File: config.mk
export PLATFORM = sky130hd
export DESIGN_NAME = tick_timer
export DESIGN_NICKNAME = d
export VERILOG_FILES = /design/src/rtl/tick_pkg.sv /design/src/rtl/tick_refdiv.sv /design/src/rtl/tick_regfile.sv /design/src/rtl/tick_core.sv /design/src/rtl/tick_timer.sv
export SDC_FILE = /design/constraint.sdc
export NUM_CORES = 1
export LEC_CHECK = 0
export BUFFER_PORTS_ARGS = -buffer_cell sky130_fd_sc_hd__clkbuf_2
export CAP_MARGIN = 5
export CORE_MARGIN = 5
export CORE_UTILIZATION = 50
export DETAILED_ROUTE_END_ITERATION = 16
export GPL_TIMING_DRIVEN = 0
export PLACE_DENSITY = 0.73
export RECOVER_POWER = 50
export SYNTH_ARGS = -nofsm -noshare
export SYNTH_HDL_FRONTEND = slang
export SYNTH_SLANG_ARGS = --single-unit
File: constraint.sdc
create_clock -name clk -period 2.56 [get_ports clk]
set_input_delay 0.768 -clock clk [delete_from_list [all_inputs] [get_ports clk]]
set_output_delay 0.768 -clock clk [all_outputs]
set_load 0.01 [all_outputs]
File: src/rtl/tick_pkg.sv
package tick_pkg;
    typedef enum logic [1:0] {
        REG_CTRL    = 2'd0,
        REG_RELOAD  = 2'd1,
        REG_CURRENT = 2'd2,
        REG_SYSCFG  = 2'd3
    } reg_sel_e;

    localparam int CTRL_EN_BIT   = 0;
    localparam int CTRL_IE_BIT   = 1;
    localparam int CTRL_SRC_BIT  = 2;
    localparam int CTRL_FLAG_BIT = 16;
    localparam int SYS_FORCE_BIT = 25;
    localparam int SYS_DIV_LSB   = 26;

    typedef enum logic {
        ST_HALT = 1'b0,
        ST_RUN  = 1'b1
    } run_state_e;
endpackage

File: src/rtl/tick_refdiv.sv
module tick_refdiv #(
    parameter int CODE_W    = 2,
    parameter int BASE_LOG2 = 2
) (
    input  logic              clk,
    input  logic              rst_n,
    input  logic [CODE_W-1:0] div_code,
    output logic              ref_tick
);
    localparam int MAX_LOG2 = BASE_LOG2 + (1 << CODE_W) - 1;

    logic [MAX_LOG2-1:0] cnt_q;
    logic [MAX_LOG2:0]   ratio;
    logic [MAX_LOG2-1:0] last;

    always_comb begin
        ratio    = (MAX_LOG2+1)'(1) << (BASE_LOG2 + int'(div_code));
        last     = MAX_LOG2'(ratio - 1'b1);
        ref_tick = (cnt_q >= last);
    end

    always_ff @(posedge clk) begin
        if (!rst_n)        cnt_q <= '0;
        else if (ref_tick) cnt_q <= '0;
        else               cnt_q <= cnt_q + 1'b1;
    end
endmodule

File: src/rtl/tick_regfile.sv
module tick_regfile
    import tick_pkg::*;
#(
    parameter int CNT_W      = 24,
    parameter int DATA_W     = 32,
    parameter int DIV_CODE_W = 2
) (
    input  logic                  clk,
    input  logic                  rst_n,
    input  logic                  bus_wr,
    input  logic                  bus_rd,
    input  logic [1:0]            bus_addr,
    input  logic [DATA_W-1:0]     bus_wdata,
    output logic [DATA_W-1:0]     bus_rdata,
    input  logic [CNT_W-1:0]      cur,
    input  logic                  flag,
    output logic                  en,
    output logic                  ie,
    output logic                  src_fast,
    output logic                  force_fast,
    output logic [DIV_CODE_W-1:0] div_code,
    output logic [CNT_W-1:0]      reload,
    output logic                  wr_cur,
    output logic                  rd_ctrl
);
    reg_sel_e sel;

    always_comb begin
        sel     = reg_sel_e'(bus_addr);
        wr_cur  = bus_wr && (sel == REG_CURRENT);
        rd_ctrl = bus_rd && (sel == REG_CTRL);
    end

    always_ff @(posedge clk) begin
        if (!rst_n) begin
            en         <= 1'b0;
            ie         <= 1'b0;
            src_fast   <= 1'b0;
            force_fast <= 1'b0;
            div_code   <= '0;
            reload     <= '0;
        end else if (bus_wr) begin
            unique case (sel)
                REG_CTRL: begin
                    en       <= bus_wdata[CTRL_EN_BIT];
                    ie       <= bus_wdata[CTRL_IE_BIT];
                    src_fast <= bus_wdata[CTRL_SRC_BIT];
                end
                REG_RELOAD:  reload <= bus_wdata[CNT_W-1:0];
                REG_SYSCFG: begin
                    force_fast <= bus_wdata[SYS_FORCE_BIT];
                    div_code   <= bus_wdata[SYS_DIV_LSB +: DIV_CODE_W];
                end
                REG_CURRENT: ;
            endcase
        end
    end

    always_comb begin
        bus_rdata = '0;
        unique case (sel)
            REG_CTRL: begin
                bus_rdata[CTRL_EN_BIT]   = en;
                bus_rdata[CTRL_IE_BIT]   = ie;
                bus_rdata[CTRL_SRC_BIT]  = src_fast;
                bus_rdata[CTRL_FLAG_BIT] = flag;
            end
            REG_RELOAD:  bus_rdata[CNT_W-1:0] = reload;
            REG_CURRENT: bus_rdata[CNT_W-1:0] = cur;
            REG_SYSCFG: begin
                bus_rdata[SYS_FORCE_BIT]                 = force_fast;
                bus_rdata[SYS_DIV_LSB +: DIV_CODE_W]     = div_code;
            end
        endcase
    end
endmodule

File: src/rtl/tick_core.sv
module tick_core
    import tick_pkg::*;
#(
    parameter int CNT_W = 24
) (
    input  logic             clk,
    input  logic             rst_n,
    input  logic             en,
    input  logic             ie,
    input  logic             tick_ok,
    input  logic [CNT_W-1:0] reload,
    input  logic             wr_cur,
    input  logic             rd_ctrl,
    output logic [CNT_W-1:0] cur,
    output logic             flag,
    output logic             irq,
    output logic             running
);
    run_state_e state_q, state_d;
    logic step, wrap;

    always_ff @(posedge clk) begin
        if (!rst_n) state_q <= ST_HALT;
        else        state_q <= state_d;
    end

    always_comb begin
        state_d = state_q;
        step    = 1'b0;
        unique case (state_q)
            ST_HALT: if (en) state_d = ST_RUN;
            ST_RUN: begin
                step = tick_ok && !wr_cur;
                if (!en) state_d = ST_HALT;
            end
        endcase
        wrap    = step && (cur == CNT_W'(1));
        running = (state_q == ST_RUN);
    end

    always_ff @(posedge clk) begin
        if (!rst_n) begin
            cur  <= '0;
            flag <= 1'b0;
            irq  <= 1'b0;
        end else begin
            if (wr_cur)    cur <= '0;
            else if (step) cur <= (cur == '0) ? reload : cur - 1'b1;
            if (wrap)                   flag <= 1'b1;
            else if (wr_cur || rd_ctrl) flag <= 1'b0;
            irq <= wrap && ie;
        end
    end
endmodule

File: src/rtl/tick_timer.sv
module tick_timer #(
    parameter int CNT_W         = 24,
    parameter int DATA_W        = 32,
    parameter int DIV_CODE_W    = 2,
    parameter int DIV_BASE_LOG2 = 2
) (
    input  logic              clk,
    input  logic              rst_n,
    input  logic              bus_wr,
    input  logic              bus_rd,
    input  logic [1:0]        bus_addr,
    input  logic [DATA_W-1:0] bus_wdata,
    output logic [DATA_W-1:0] bus_rdata,
    output logic              tick_irq
);
    logic                  en_w, ie_w, src_w, force_w;
    logic [DIV_CODE_W-1:0] div_code_w;
    logic [CNT_W-1:0]      reload_w, cur_w;
    logic                  flag_w, ref_tick_w, tick_ok_w;
    logic                  wr_cur_w, rd_ctrl_w, running_w;

    tick_regfile #(.CNT_W(CNT_W), .DATA_W(DATA_W), .DIV_CODE_W(DIV_CODE_W)) u_regs (
        .clk(clk), .rst_n(rst_n), .bus_wr(bus_wr), .bus_rd(bus_rd),
        .bus_addr(bus_addr), .bus_wdata(bus_wdata), .bus_rdata(bus_rdata),
        .cur(cur_w), .flag(flag_w), .en(en_w), .ie(ie_w), .src_fast(src_w),
        .force_fast(force_w), .div_code(div_code_w), .reload(reload_w),
        .wr_cur(wr_cur_w), .rd_ctrl(rd_ctrl_w)
    );

    tick_refdiv #(.CODE_W(DIV_CODE_W), .BASE_LOG2(DIV_BASE_LOG2)) u_div (
        .clk(clk), .rst_n(rst_n), .div_code(div_code_w), .ref_tick(ref_tick_w)
    );

    assign tick_ok_w = force_w || src_w || ref_tick_w;

    tick_core #(.CNT_W(CNT_W)) u_core (
        .clk(clk), .rst_n(rst_n), .en(en_w), .ie(ie_w), .tick_ok(tick_ok_w),
        .reload(reload_w), .wr_cur(wr_cur_w), .rd_ctrl(rd_ctrl_w),
        .cur(cur_w), .flag(flag_w), .irq(tick_irq), .running(running_w)
    );
endmodule

==> results.rst <==
.. list-table::
   :header-rows: 1

   * - Metric
     - Value
   * - Number of DRC markers in iteration 0
     - 256
   * - Violations in the final reports
     - negative setup slack
   * - Async set-reset flop share out of synthesis
     - 0
   * - Unrepaired setup endpoints after global routing
     - yes
   * - Ratio of final minimum period to clock period
     - 1.01
   * - P per Cell Area
     - 493 mW/mm^2
   * - Std-Cell Rows
     - 31
   * - Largest cells by area after synthesis
     - sky130_fd_sc_hd__dfxtp_1, sky130_fd_sc_hd__nand2_1, sky130_fd_sc_hd__a21boi_0, sky130_fd_sc_hd__ha_1, sky130_fd_sc_hd__a21oi_1
   * - Maximum number of pins on one net before global-route repair
     - 12
   * - Capturing element type of the critical path
     - output port
   * - Critical path data arrival time
     - about 1.8 ns
   * - Status
     - complete, but fails checks
   * - Slowest cell on crit path
     - sky130_fd_sc_hd__a222oi_1
   * - Residual DRC count
     - 0
   * - Critical path cell sequence
     - clkbuf_16 > inv_6 > ha_4 > clkbuf_16 > a222oi_1 > nor2_1 > clkbuf_2
   * - Critical path launch point type
     - input pin
   * - Tightest Pin Transition
     - 0.637 ns
   * - Placeable core area
     - 0.00714 mm^2
   * - Yosys top cell area share
     - 0.344
   * - Overall power
     - 2.21 mW
   * - Depth of the most critical reg-to-reg path
     - 9
   * - Wirelength per Cell
     - 16.5 um
   * - Slew HR
     - 0.575
   * - Floorplan die height
     - ~95 um
   * - Number of register bits inferred by synthesis
     - 62
   * - Gate count after technology mapping
     - 464
   * - Number of top-level pins
     - 71
   * - Max Clock Freq
     - 387 MHz
   * - Max Fanout on Critical Path
     - 6
   * - Initial DRT Pass Iterations
     - 5
   * - Die Area
     - 0.00902 mm^2
   * - Number of antenna violations at the first check in global routing
     - 0
   * - Clock period minus worst slack
     - 2.59 ns
   * - Hold Fails Final Rpt
     - 0
   * - Total Wirelength
     - roughly 11 mm
   * - Class of the worst hold path
     - flip-flop to flip-flop
   * - CP Class
     - input pin to output port
   * - Weighted congestion reported at the end of routability-driven placement
     - 0.919
   * - Hpwl dp
     - 7.80 mm
   * - Number of H-tree levels
     - 3
   * - Via-per-instance ratio
     - 5.66
   * - Initial core utilization
     - 0.506
   * - Vias in the first global route
     - 3596
   * - Final clock skew
     - 0.00872 ns
   * - Synth Warn #
     - 0
   * - Cell area after synthesis
     - 0.00361 mm^2
   * - Crit path largest cell delay
     - 0.34 ns
   * - Number of pins with negative max-slew slack in the final report
     - 0
   * - Post-Place Setup Slack
     - -0.684 ns
   * - Number of enable-type register cells in the synthesized netlist
     - 0
   * - Layout cells sized above 1
     - 0.251
   * - Leak
     - about 1.8 nW
   * - CTS tree
     - yes
   * - Most area-hungry cell type in the Yosys netlist
     - sky130_fd_sc_hd__dfxtp_1
   * - Post-route setup slack
     - -0.0257 ns
   * - Port buffer count
     - 60
   * - Register clock-pin slew on the reported worst setup and hold paths
     - around 0.070 ns
   * - GR Overflow Total
     - 0
   * - Largest buffer count on any clock path
     - 2
   * - Most used flip-flop cell after synthesis
     - sky130_fd_sc_hd__dfxtp_1
   * - First-pass GRT wire length
     - 17.5 mm
   * - Area growth, synth to finish
     - 24.5%
   * - Maximum ir drop on the vdd rail
     - roughly 0.40 mV
   * - CTS root buf
     - sky130_fd_sc_hd__clkbuf_8
   * - Max-cap violations
     - 0
   * - Setup TNS
     - -0.0491 ns
   * - Cell repeated most along the worst path
     - sky130_fd_sc_hd__clkbuf_16
   * - Required time of the critical path
     - 1.79 ns
   * - Count of unique library cells instantiated by Yosys
     - a little over 50
   * - Sequential-to-total area share from yosys stat
     - 0.344
   * - Number of nets in the layout
     - 597
   * - Routed via count
     - 3675
   * - Antenna-violating nets left
     - 0
   * - Global-route usage over all layers
     - 0.251
   * - Clock latency of the later-clocked register in the worst-skew pair
     - 0.34 ns
   * - Count of inserted antenna diode cells
     - 0
   * - Final number of setup-violating endpoints
     - 2
   * - Cell count of the worst hold path
     - 2
   * - TritonCTS buffer count
     - 9
   * - Die boundary width
     - 95.0 um
   * - Average instance area after synthesis
     - a little under 8 um^2
   * - Count of clock tree sinks
     - 62
## logic make-up (layout without fill, tap and decap cells)
family,Yosys count,count (layout),share of synthesized area
simple gates,199,199,0.277
buf+inv,47,128,0.0707
flops,62,62,0.344
compound gates,138,138,0.252
xor+xnor,3,3,0.00728
other cells,1,6,0.00104
fa+ha+maj,14,14,0.0485
## cells in the mapped netlist, drive strengths merged, types with 5 or more instances
| cell type | count |
|---|---|
| clkbuf | 26 |
| o21ai | 22 |
| or3 | 5 |
| nand3 | 16 |
| a21oi | 34 |
| o22ai | 7 |
| and2 | 8 |
| o211ai | 10 |
| a22oi | 20 |
| ha | 14 |
| nand2 | 77 |
| nor2 | 29 |
| nor2b | 20 |
| nor4 | 9 |
| inv | 6 |
| buf | 15 |
| dfxtp | 62 |
| a21boi | 32 |
| nor3 | 15 |
## flip-flops by register name, indices dropped and copies added, names as in the netlist
name / count
u_core.cur: 24
u_regs.reload: 24
u_div.cnt_q: 5
u_regs.div_code: 2
u_core.flag: 1
u_core.irq: 1
u_core.running: 1
u_regs.en: 1
u_regs.force_fast: 1
u_regs.ie: 1
u_regs.src_fast: 1
## layer usage
metal | vias up | share of wire | GRT usage | wire [um]
li1 | 1796 | - | - | -
met3 | 12 | 0.080 | 0.0390 | 854
met4 | 0 | 0.014 | 0.103 | 153
met2 | 145 | 0.47 | 0.407 | 5050
met5 | - | 0 | 0 | 0
met1 | 1722 | 0.43 | 0.333 | 4650
## layout by cell type, fill, tap and decap left out, types with 3 or more instances in the layout
cell and n:
sky130_fd_sc_hd__a21boi_0 31, sky130_fd_sc_hd__a21oi_1 34, sky130_fd_sc_hd__a222oi_1 4, sky130_fd_sc_hd__a22oi_1 12
sky130_fd_sc_hd__a22oi_2 8, sky130_fd_sc_hd__and2_1 7, sky130_fd_sc_hd__buf_2 5, sky130_fd_sc_hd__buf_4 16
sky130_fd_sc_hd__buf_6 3, sky130_fd_sc_hd__clkbuf_1 16, sky130_fd_sc_hd__clkbuf_16 3, sky130_fd_sc_hd__clkbuf_2 55
sky130_fd_sc_hd__clkbuf_4 3, sky130_fd_sc_hd__clkbuf_8 11, sky130_fd_sc_hd__clkinv_2 3, sky130_fd_sc_hd__conb_1 6
sky130_fd_sc_hd__dfxtp_1 62, sky130_fd_sc_hd__ha_1 11, sky130_fd_sc_hd__inv_1 4, sky130_fd_sc_hd__nand2_1 76
sky130_fd_sc_hd__nand3_1 16, sky130_fd_sc_hd__nand4_1 3, sky130_fd_sc_hd__nor2_1 28, sky130_fd_sc_hd__nor2b_1 16
sky130_fd_sc_hd__nor2b_2 4, sky130_fd_sc_hd__nor3_1 14, sky130_fd_sc_hd__nor4_1 7, sky130_fd_sc_hd__o211ai_1 8
sky130_fd_sc_hd__o21ai_0 10, sky130_fd_sc_hd__o21ai_1 12, sky130_fd_sc_hd__o22ai_1 7, sky130_fd_sc_hd__or2_2 4
sky130_fd_sc_hd__or3_1 5
## critical path: cells and delay by family
kind                     cells  cell delay, ns
AND/OR/NAND/NOR              1            0.09
buffers and inverters        4            0.45
AO/OA/AOI/OAI                1            0.34
adder cells (fa/ha/maj)      1            0.17
## area by class of cell
| type | count | area, um^2 |
|---|---|---|
| Fill cell | 681 | 2640 |
| Buffer | 38 | 300 |
| Clock buffer | 10 | 128 |
| Clock inverter | 6 | 62.6 |
| Sequential cell | 62 | 1240 |
| Multi-Input combinational cell | 360 | 2220 |
| Tap cell | 99 | 124 |
| Inverter | 6 | 27.5 |
| Timing Repair Buffer | 68 | 389 |
## final timing paths
check	start	endpoint	slack [ns]
worst max register to register	u_regs.div_code[1]	u_core.cur[18]	0.14
worst min register to register	u_regs.ie	u_core.irq	0.49
worst min-delay path	u_regs.ie	u_core.irq	0.49
worst max-delay path	bus_addr[0]	bus_rdata[0]	-0.03
## metrics by stage
| step | cell area (um^2) | hold WS (ns) | cells | util |
|---|---|---|---|---|
| after floorplan | 3630 | 0.422 | 469 | - |
| after global placement | 4050 | 0.458 | 628 | 0.568 |
| after detailed placement | 4050 | 0.470 | 628 | 0.568 |
| after CTS | 4420 | 0.474 | 648 | 0.620 |
| after global routing | 4490 | 0.495 | 649 | 0.630 |
| final | 4490 | 0.487 | 649 | 0.630 |
## what timing repair did
item                                    4_1_cts  5_1_grt
resized for setup                            35       24
buffers inserted                              7        1
endpoints found under the setup margin       44       43
hold buffers                                  0        0
pin swaps                                     5        5
## power by group
| part | leakage (nW) | switching [mW] | total (mW) | internal (mW) |
|---|---|---|---|---|
| Clock | 0.100 | 0.397 | 0.845 | 0.448 |
| Sequential | 0.502 | 0.0391 | 1.04 | 0.997 |
| Combinational | 1.16 | 0.180 | 0.334 | 0.153 |
Note: power is estimated with default switching activity, not from simulation.
